File: config.mk
export PLATFORM = sky130hd
export DESIGN_NAME = bank_row_tracker
export DESIGN_NICKNAME = d
export VERILOG_FILES = /design/src/rtl/brt_pkg.sv /design/src/rtl/brt_slot_table.sv /design/src/rtl/brt_seq.sv /design/src/rtl/bank_row_tracker.sv
export SDC_FILE = /design/constraint.sdc
export NUM_CORES = 1
export LEC_CHECK = 0
export BUFFER_PORTS_ARGS = -buffer_cell sky130_fd_sc_hd__buf_2
export CORE_MARGIN = 5
export CORE_UTILIZATION = 50
export CTS_CLUSTER_SIZE = 25
export DETAILED_ROUTE_END_ITERATION = 8
export GPL_ROUTABILITY_DRIVEN = 0
export PLACE_DENSITY_LB_ADDON = 0.25
export SETUP_SLACK_MARGIN = 0.2
export SLEW_MARGIN = 20
export SYNTH_ARGS = -nofsm -noshare
export SYNTH_HDL_FRONTEND = slang
export SYNTH_SLANG_ARGS = --single-unit
File: constraint.sdc
create_clock -name clk -period 2.2 [get_ports clk]
set_input_delay 0.11 -clock clk [delete_from_list [all_inputs] [get_ports clk]]
set_output_delay 0.11 -clock clk [all_outputs]
set_load 0.02 [all_outputs]
File: src/rtl/brt_pkg.sv
package brt_pkg;
  typedef enum logic [1:0] {
    OP_READ  = 2'd0,
    OP_WRITE = 2'd1,
    OP_ACT   = 2'd2,
    OP_PRE   = 2'd3
  } cmd_op_e;

  typedef enum logic [1:0] {
    LK_HIT      = 2'd0,
    LK_EMPTY    = 2'd1,
    LK_CONFLICT = 2'd2
  } lk_kind_e;

  typedef enum logic [2:0] {
    ST_IDLE  = 3'd0,
    ST_PRE   = 3'd1,
    ST_GAP_A = 3'd2,
    ST_ACT   = 3'd3,
    ST_GAP_C = 3'd4,
    ST_COL   = 3'd5
  } seq_state_e;
endpackage

File: src/rtl/brt_slot_table.sv
module brt_slot_table #(
  parameter int BANK_W = 3,
  parameter int ROW_W  = 14
) (
  input  logic                                clk,
  input  logic                                rst_n,
  input  logic [BANK_W-1:0]                   lk_bank,
  input  logic [ROW_W-1:0]                    lk_row,
  output brt_pkg::lk_kind_e                   lk_kind,
  output logic [BANK_W-1:0]                   lk_open_bank,
  input  logic                                act_we,
  input  logic                                pre_we,
  input  logic                                clr_all,
  input  logic [BANK_W-1:0]                   upd_bank,
  input  logic [ROW_W-1:0]                    upd_row,
  output logic [(1<<(BANK_W-1))-1:0]          vld_o,
  output logic [(1<<(BANK_W-1))-1:0][BANK_W-1:0] bank_o,
  output logic [(1<<(BANK_W-1))-1:0][ROW_W-1:0]  row_o
);
  localparam int IDX_W = BANK_W - 1;
  localparam int NSLOT = 1 << IDX_W;

  logic [IDX_W-1:0] lk_idx;
  logic [IDX_W-1:0] upd_idx;

  assign lk_idx  = lk_bank[IDX_W-1:0];
  assign upd_idx = upd_bank[IDX_W-1:0];

  for (genvar s = 0; s < NSLOT; s++) begin : g_slot
    logic              vld_q, vld_d;
    logic [BANK_W-1:0] bank_q;
    logic [ROW_W-1:0]  row_q;
    logic              sel;
    logic              ld;

    assign sel = (upd_idx == IDX_W'(s));
    assign ld  = act_we && sel;

    always_comb begin
      vld_d = vld_q;
      if (clr_all)           vld_d = 1'b0;
      else if (ld)           vld_d = 1'b1;
      else if (pre_we && sel) vld_d = 1'b0;
    end

    always_ff @(posedge clk or negedge rst_n) begin
      if (!rst_n) vld_q <= 1'b0;
      else        vld_q <= vld_d;
    end

    always_ff @(posedge clk or negedge rst_n) begin
      if (!rst_n) begin
        bank_q <= '0;
        row_q  <= '0;
      end else if (ld) begin
        bank_q <= upd_bank;
        row_q  <= upd_row;
      end
    end

    assign vld_o[s]  = vld_q;
    assign bank_o[s] = bank_q;
    assign row_o[s]  = row_q;
  end

  always_comb begin
    lk_open_bank = bank_o[lk_idx];
    if (!vld_o[lk_idx])
      lk_kind = brt_pkg::LK_EMPTY;
    else if (bank_o[lk_idx] == lk_bank && row_o[lk_idx] == lk_row)
      lk_kind = brt_pkg::LK_HIT;
    else
      lk_kind = brt_pkg::LK_CONFLICT;
  end

  // An activate may only land in an empty slot: at most one open bank per slot pair.
  assert_act_to_empty_slot_R6: assert property (@(posedge clk) disable iff (!rst_n)
    act_we |-> !vld_o[upd_idx]);

  // A precharge always closes the bank that the slot says is open.
  assert_pre_closes_open_bank_R5: assert property (@(posedge clk) disable iff (!rst_n)
    pre_we |-> (vld_o[upd_idx] && bank_o[upd_idx] == upd_bank));

  assert_single_update_R4: assert property (@(posedge clk) disable iff (!rst_n)
    !(act_we && pre_we));

  // After an activate the slot reports that bank and row as open.
  assert_act_records_row_R3: assert property (@(posedge clk) disable iff (!rst_n)
    (act_we && !clr_all) |=> (vld_o[$past(upd_idx)] && bank_o[$past(upd_idx)] == $past(upd_bank)
                              && row_o[$past(upd_idx)] == $past(upd_row)));

  assert_clear_empties_R9: assert property (@(posedge clk) disable iff (!rst_n)
    clr_all |=> (vld_o == '0));
endmodule

File: src/rtl/brt_seq.sv
module brt_seq #(
  parameter int BANK_W  = 3,
  parameter int ROW_W   = 14,
  parameter int MIN_GAP = 2
) (
  input  logic              clk,
  input  logic              rst_n,
  input  logic              req_valid,
  output logic              req_ready,
  input  logic [BANK_W-1:0] req_bank,
  input  logic [ROW_W-1:0]  req_row,
  input  logic              req_write,
  input  logic              pre_all,
  input  brt_pkg::lk_kind_e lk_kind,
  input  logic [BANK_W-1:0] lk_open_bank,
  output logic              cmd_valid,
  input  logic              cmd_ready,
  output brt_pkg::cmd_op_e  cmd_op,
  output logic [BANK_W-1:0] cmd_bank,
  output logic [ROW_W-1:0]  cmd_row,
  output logic              act_we,
  output logic              pre_we,
  output logic              clr_all,
  output logic [BANK_W-1:0] upd_bank,
  output logic [ROW_W-1:0]  upd_row
);
  import brt_pkg::*;

  localparam int GAP_W = (MIN_GAP < 2) ? 1 : $clog2(MIN_GAP);
  localparam logic [GAP_W-1:0] GAP_LOAD = (MIN_GAP > 0) ? GAP_W'(MIN_GAP - 1) : '0;
  localparam int SW = $clog2(MIN_GAP + 2);

  seq_state_e        state_q, state_d;
  logic [BANK_W-1:0] bank_q, bank_d;
  logic [BANK_W-1:0] pre_bank_q, pre_bank_d;
  logic [ROW_W-1:0]  row_q, row_d;
  logic              wr_q, wr_d;
  logic [GAP_W-1:0]  gap_q, gap_d;
  logic              accept;
  logic              fire;

  assign req_ready = (state_q == ST_IDLE) && !pre_all;
  assign accept    = req_valid && req_ready;
  assign clr_all   = pre_all && (state_q == ST_IDLE);
  assign cmd_valid = (state_q == ST_PRE) || (state_q == ST_ACT) || (state_q == ST_COL);
  assign fire      = cmd_valid && cmd_ready;

  always_comb begin
    case (state_q)
      ST_PRE:  cmd_op = OP_PRE;
      ST_ACT:  cmd_op = OP_ACT;
      default: cmd_op = wr_q ? OP_WRITE : OP_READ;
    endcase
    cmd_bank = (state_q == ST_PRE) ? pre_bank_q : bank_q;
    cmd_row  = row_q;
  end

  assign pre_we   = (state_q == ST_PRE) && cmd_ready;
  assign act_we   = (state_q == ST_ACT) && cmd_ready;
  assign upd_bank = cmd_bank;
  assign upd_row  = row_q;

  always_comb begin
    state_d    = state_q;
    bank_d     = bank_q;
    pre_bank_d = pre_bank_q;
    row_d      = row_q;
    wr_d       = wr_q;
    gap_d      = gap_q;
    case (state_q)
      ST_IDLE: begin
        if (accept) begin
          bank_d     = req_bank;
          row_d      = req_row;
          wr_d       = req_write;
          pre_bank_d = lk_open_bank;
          case (lk_kind)
            LK_HIT:   state_d = ST_COL;
            LK_EMPTY: state_d = ST_ACT;
            default:  state_d = ST_PRE;
          endcase
        end
      end
      ST_PRE: begin
        if (cmd_ready) begin
          gap_d   = GAP_LOAD;
          state_d = (MIN_GAP == 0) ? ST_ACT : ST_GAP_A;
        end
      end
      ST_GAP_A: begin
        if (gap_q == '0) state_d = ST_ACT;
        else             gap_d   = gap_q - 1'b1;
      end
      ST_ACT: begin
        if (cmd_ready) begin
          gap_d   = GAP_LOAD;
          state_d = (MIN_GAP == 0) ? ST_COL : ST_GAP_C;
        end
      end
      ST_GAP_C: begin
        if (gap_q == '0) state_d = ST_COL;
        else             gap_d   = gap_q - 1'b1;
      end
      ST_COL: begin
        if (cmd_ready) state_d = ST_IDLE;
      end
      default: state_d = ST_IDLE;
    endcase
  end

  always_ff @(posedge clk or negedge rst_n) begin
    if (!rst_n) begin
      state_q    <= ST_IDLE;
      bank_q     <= '0;
      pre_bank_q <= '0;
      row_q      <= '0;
      wr_q       <= 1'b0;
      gap_q      <= '0;
    end else begin
      state_q    <= state_d;
      bank_q     <= bank_d;
      pre_bank_q <= pre_bank_d;
      row_q      <= row_d;
      wr_q       <= wr_d;
      gap_q      <= gap_d;
    end
  end

  // Checker state: idle cycles since the last handshake and the kind of that handshake.
  logic [SW-1:0] since_q;
  cmd_op_e       last_op_q;

  always_ff @(posedge clk or negedge rst_n) begin
    if (!rst_n) begin
      since_q   <= '0;
      last_op_q <= OP_READ;
    end else if (fire) begin
      since_q   <= '0;
      last_op_q <= cmd_op;
    end else if (since_q < SW'(MIN_GAP)) begin
      since_q <= since_q + 1'b1;
    end
  end

  assert_gap_pre_act_R7: assert property (@(posedge clk) disable iff (!rst_n)
    (fire && cmd_op == OP_ACT && last_op_q == OP_PRE) |-> (since_q >= SW'(MIN_GAP)));

  assert_gap_act_col_R7: assert property (@(posedge clk) disable iff (!rst_n)
    (fire && (cmd_op == OP_READ || cmd_op == OP_WRITE) && last_op_q == OP_ACT)
      |-> (since_q >= SW'(MIN_GAP)));

  assert_cmd_hold_R8: assert property (@(posedge clk) disable iff (!rst_n)
    (cmd_valid && !cmd_ready) |=> (cmd_valid && $stable(cmd_op) && $stable(cmd_bank)
                                   && $stable(cmd_row)));

  assert_one_at_a_time_R8: assert property (@(posedge clk) disable iff (!rst_n)
    !(req_ready && cmd_valid));

  assert_first_cmd_next_R11: assert property (@(posedge clk) disable iff (!rst_n)
    accept |=> cmd_valid);

  assert_col_bank_R10: assert property (@(posedge clk) disable iff (!rst_n)
    accept |=> (cmd_bank == $past(req_bank) || cmd_op == OP_PRE));
endmodule

File: src/rtl/bank_row_tracker.sv
module bank_row_tracker #(
  parameter int BANK_W  = 3,
  parameter int ROW_W   = 14,
  parameter int MIN_GAP = 2
) (
  input  logic              clk,
  input  logic              rst_n,
  input  logic              req_valid,
  output logic              req_ready,
  input  logic [BANK_W-1:0] req_bank,
  input  logic [ROW_W-1:0]  req_row,
  input  logic              req_write,
  input  logic              pre_all,
  output logic              cmd_valid,
  input  logic              cmd_ready,
  output logic [1:0]        cmd_op,
  output logic [BANK_W-1:0] cmd_bank,
  output logic [ROW_W-1:0]  cmd_row
);
  localparam int IDX_W = BANK_W - 1;
  localparam int NSLOT = 1 << IDX_W;

  brt_pkg::lk_kind_e            lk_kind;
  brt_pkg::cmd_op_e             op_e;
  logic [BANK_W-1:0]            lk_open_bank;
  logic                         act_we, pre_we, clr_all;
  logic [BANK_W-1:0]            upd_bank;
  logic [ROW_W-1:0]             upd_row;
  logic [NSLOT-1:0]             slot_vld;
  logic [NSLOT-1:0][BANK_W-1:0] slot_bank;
  logic [NSLOT-1:0][ROW_W-1:0]  slot_row;

  brt_slot_table #(.BANK_W(BANK_W), .ROW_W(ROW_W)) table_i (
    .clk          (clk),
    .rst_n        (rst_n),
    .lk_bank      (req_bank),
    .lk_row       (req_row),
    .lk_kind      (lk_kind),
    .lk_open_bank (lk_open_bank),
    .act_we       (act_we),
    .pre_we       (pre_we),
    .clr_all      (clr_all),
    .upd_bank     (upd_bank),
    .upd_row      (upd_row),
    .vld_o        (slot_vld),
    .bank_o       (slot_bank),
    .row_o        (slot_row)
  );

  brt_seq #(.BANK_W(BANK_W), .ROW_W(ROW_W), .MIN_GAP(MIN_GAP)) seq_i (
    .clk          (clk),
    .rst_n        (rst_n),
    .req_valid    (req_valid),
    .req_ready    (req_ready),
    .req_bank     (req_bank),
    .req_row      (req_row),
    .req_write    (req_write),
    .pre_all      (pre_all),
    .lk_kind      (lk_kind),
    .lk_open_bank (lk_open_bank),
    .cmd_valid    (cmd_valid),
    .cmd_ready    (cmd_ready),
    .cmd_op       (op_e),
    .cmd_bank     (cmd_bank),
    .cmd_row      (cmd_row),
    .act_we       (act_we),
    .pre_we       (pre_we),
    .clr_all      (clr_all),
    .upd_bank     (upd_bank),
    .upd_row      (upd_row)
  );

  assign cmd_op = op_e;

  logic [IDX_W-1:0] cmd_idx;
  assign cmd_idx = cmd_bank[IDX_W-1:0];

  // A column command only goes to a bank whose row is open in the table.
  assert_col_on_open_row_R2: assert property (@(posedge clk) disable iff (!rst_n)
    (cmd_valid && cmd_op[1] == 1'b0)
      |-> (slot_vld[cmd_idx] && slot_bank[cmd_idx] == cmd_bank && slot_row[cmd_idx] == cmd_row));

  assert_ready_after_reset_R1: assert property (@(posedge clk) disable iff (!rst_n)
    $rose(rst_n) |-> (!cmd_valid));
endmodule

==> metrics.txt <==
upper clock frequency limit roughly 0.52 GHz; Period minus WS final a little under 2 ns; reported max-cap violation count 0; number of violations reported at the end of detailed-routing iteration 0 roughly 120; clk sink count 97; via count approximately 2,800; Final Skew around 0.011 ns; final hold viol count 0; input/output buffers 43; GR Overflow Total 0; Max transition margin a little under half; leakage power summed over all cells roughly 2.5 nW; asr flop ratio synth 100.0%; minimum setup slack in the final design ~0.27 ns; ratio of final minimum period to clock period 87.72%; H-tree depth 3; Clock Root Buffer clkbuf_8; clock slew seen by the registers of the worst setup and hold paths ~0.1 ns; clock buffers created by TritonCTS 9; global-route wire length before repair around 16,000 um; routed via count divided by cell count 5.633; Mapped Avg Cell Area 14.02 um2; insertion delay to the later sink of the worst-skew pair ~0.35 ns; leading register cell type out of synthesis dfrtp_1; TritonCTS clock tree built; standard cell area after detailed placement approximately 0.005 mm2; Post-DRT Antenna Nets 0; largest net degree at the start of global routing 55; maximum count of clock buffers along a single path 2; Req. time, crit path roughly 2.4 ns; placed wire-length estimate after detailed placement 6120 um; flip-flop and latch count after synthesis 97; tightest hold margin approximately 0.016 ns; wire length per cell after detailed routing 18.56 um; die area 0.01113 mm2; post-synth design cell area 0.004558 mm2; worst vdd ir around 500 uV; Mapped Nets 348; synthesized instance count 325; Worst Path Class, Setup register to register; endpoint class of the critical path register; via count of the first global-routing pass around 2,900; cell area after layout around 0.0053 mm2; relative area change from synthesis to final layout 16.11%; number of rows created at floorplan 34; setup repair after global routing missed its margin yes; CP arrival 2.17 ns; highest net fanout along the worst path 18; power density over the cells approximately 1300 mW/mm2; net total in the final layout between 400 and 500; Placeable Area 0.008806 mm2; Inserted Diodes 0; Initial Utilization approximately half; number of enable-type register cells in the synthesized netlist 0; routed wire length slightly above 9000 um; number of max-slew violations in the final report 0; count of yosys warnings during synthesis 0; share of final-layout standard cells stronger than drive strength 1 44.59%; post-detailed-route DRC marker count 0; Unique masters post-synth 47; y dimension of the die between 100 and 150 um; class of the tightest hold or removal check input port to register; endpoints failing setup 0; # IOs 44; die width 105.5 um; post-synthesis sequential area ratio roughly 53%; Worst setup SP type register; result of the run finished clean; Overall Global Routing Usage between 15 and 20%; initial antenna violation count 0; slew at the pin closest to its max-slew limit 0.7729 ns; worst slack at placement -0.2521 ns; router iterations before antenna repair 4
layer usage:
layer  up-vias  global-route usage (%)  wire [um]
li1       1291                       -          -
met1      1460                   24.95       4340
met2        34                   27.69       4564
met3         9                   3.423        222
met4         0                   4.967         80
met5         -                       0          0
repair_timing:
item                                   CTS  global route
cloned                                   0             0
setup endpoints to repair                1            24
pin swaps                                0             5
setup buffers                            0             2
gates resized for setup                  2             9
endpoints found under the hold margin   47             0
hold buffers                             5             0
cell usage after synthesis, types with 3 or more instances:
| library cell | instances | area share, % |
|---|---|---|
| dfrtp_1 | 97 | 53 |
| mux2_2 | 66 | 16 |
| xor2_1 | 15 | 2.9 |
| mux2i_1 | 12 | 2.6 |
| mux4_2 | 12 | 5.9 |
| o21ai_0 | 12 | 1.3 |
| nand2_1 | 10 | 0.82 |
| a21oi_1 | 9 | 0.99 |
| xnor2_1 | 7 | 1.3 |
| buf_2 | 6 | 0.66 |
| mux2_1 | 6 | 1.5 |
| nor2b_1 | 6 | 0.82 |
| clkbuf_1 | 5 | 0.41 |
| mux2_4 | 5 | 1.6 |
| nand2b_1 | 5 | 0.69 |
| nand3_1 | 5 | 0.55 |
| inv_1 | 4 | 0.33 |
| and2_1 | 3 | 0.41 |
| buf_6 | 3 | 0.74 |
| nor2_1 | 3 | 0.25 |
worst paths after layout:
path	from	end	slack, ns	cells after the start
max in group asynchronous	rst_n	table_i.g_slot[1].row_q[13]	1.23	3
min in group asynchronous	rst_n	table_i.g_slot[2].row_q[11]	0.28	2
min reg2reg	table_i.g_slot[1].bank_q[0]	table_i.g_slot[1].bank_q[0]	0.49	1
max reg2reg	seq_i.state_q[2]	table_i.g_slot[0].row_q[6]	0.27	7
min	req_row[3]	seq_i.cmd_row[3]	0.02	2
max	seq_i.state_q[2]	table_i.g_slot[0].row_q[6]	0.27	7
layout make-up:
class	count	area [um2]
sequential	97	2430
clock buffer	13	158.9
timing repair buffer	64	450.4
fill	727	3513
clock inverter	3	23.77
tap	108	135.1
multi-input combinational	206	2073
inverter	5	21.27
sequential cells by signal (all words and copies together) (netlist names):
signal                 count
seq_i.cmd_row             14
table_i.g_slot.vld_q       4
table_i.g_slot.row_q      56
seq_i.pre_bank_q           3
seq_i.gap_q                1
seq_i.bank_q               3
seq_i.wr_q                 1
table_i.g_slot.bank_q     12
seq_i.state_q              3
metrics by stage:
stage	utilization (%)	setup TNS [ns]	power, mW	instances
after floorplan	-	0	4.919	325
after global placement	56.69	-0.2104	5.591	473
after detailed placement	56.69	-0.2521	5.707	473
after CTS	59.41	0	6.814	494
after global routing	60.10	0	7.286	496
final	60.10	0	6.843	496
cell families (layout without fill, tap and decap cells):
| logic type | after synthesis | count (layout) | share of synthesized area (%) |
|---|---|---|---|
| AO/OA/AOI/OAI | 35 | 35 | 4.777 |
| XOR/XNOR | 22 | 22 | 4.227 |
| buffers and inverters | 22 | 85 | 2.553 |
| flip-flops | 97 | 97 | 53.25 |
| multiplexers | 102 | 102 | 28.49 |
| AND/OR/NAND/NOR | 47 | 47 | 6.698 |
cell usage in the layout (no fill, tap or decap), types with 4 or more instances in the layout:
master and n:
xnor2_1 7, mux2_1 6, clkbuf_8 11, a21oi_1 9
nand2_1 9, dfrtp_1 95, o21ai_0 12, inv_1 4
dlygate4sd3_1 5, buf_12 5, buf_4 12, nand3_1 4
xor2_1 15, mux4_2 12, mux2_4 5, buf_2 42
nor2b_1 6, nand2b_1 5, mux2_2 66, mux2i_1 12
power breakdown:
part           leakage, nW  internal [mW]  switching [mW]
Sequential            1.23           2.52           0.569
Clock               0.0863          0.479           0.604
Combinational         1.14           1.38            1.29
Total                 2.46           4.38            2.47
worst max-delay path, stage by stage (launching register included):
cell	delay [ns]
dfrtp_1	0.39
nand2b_4	0.17
nor2_8	0.15
mux2i_4	0.33
inv_4	0.08
nor3_4	0.15
buf_12	0.19
mux2_2	0.34
Power figures use the tool's default switching activity.
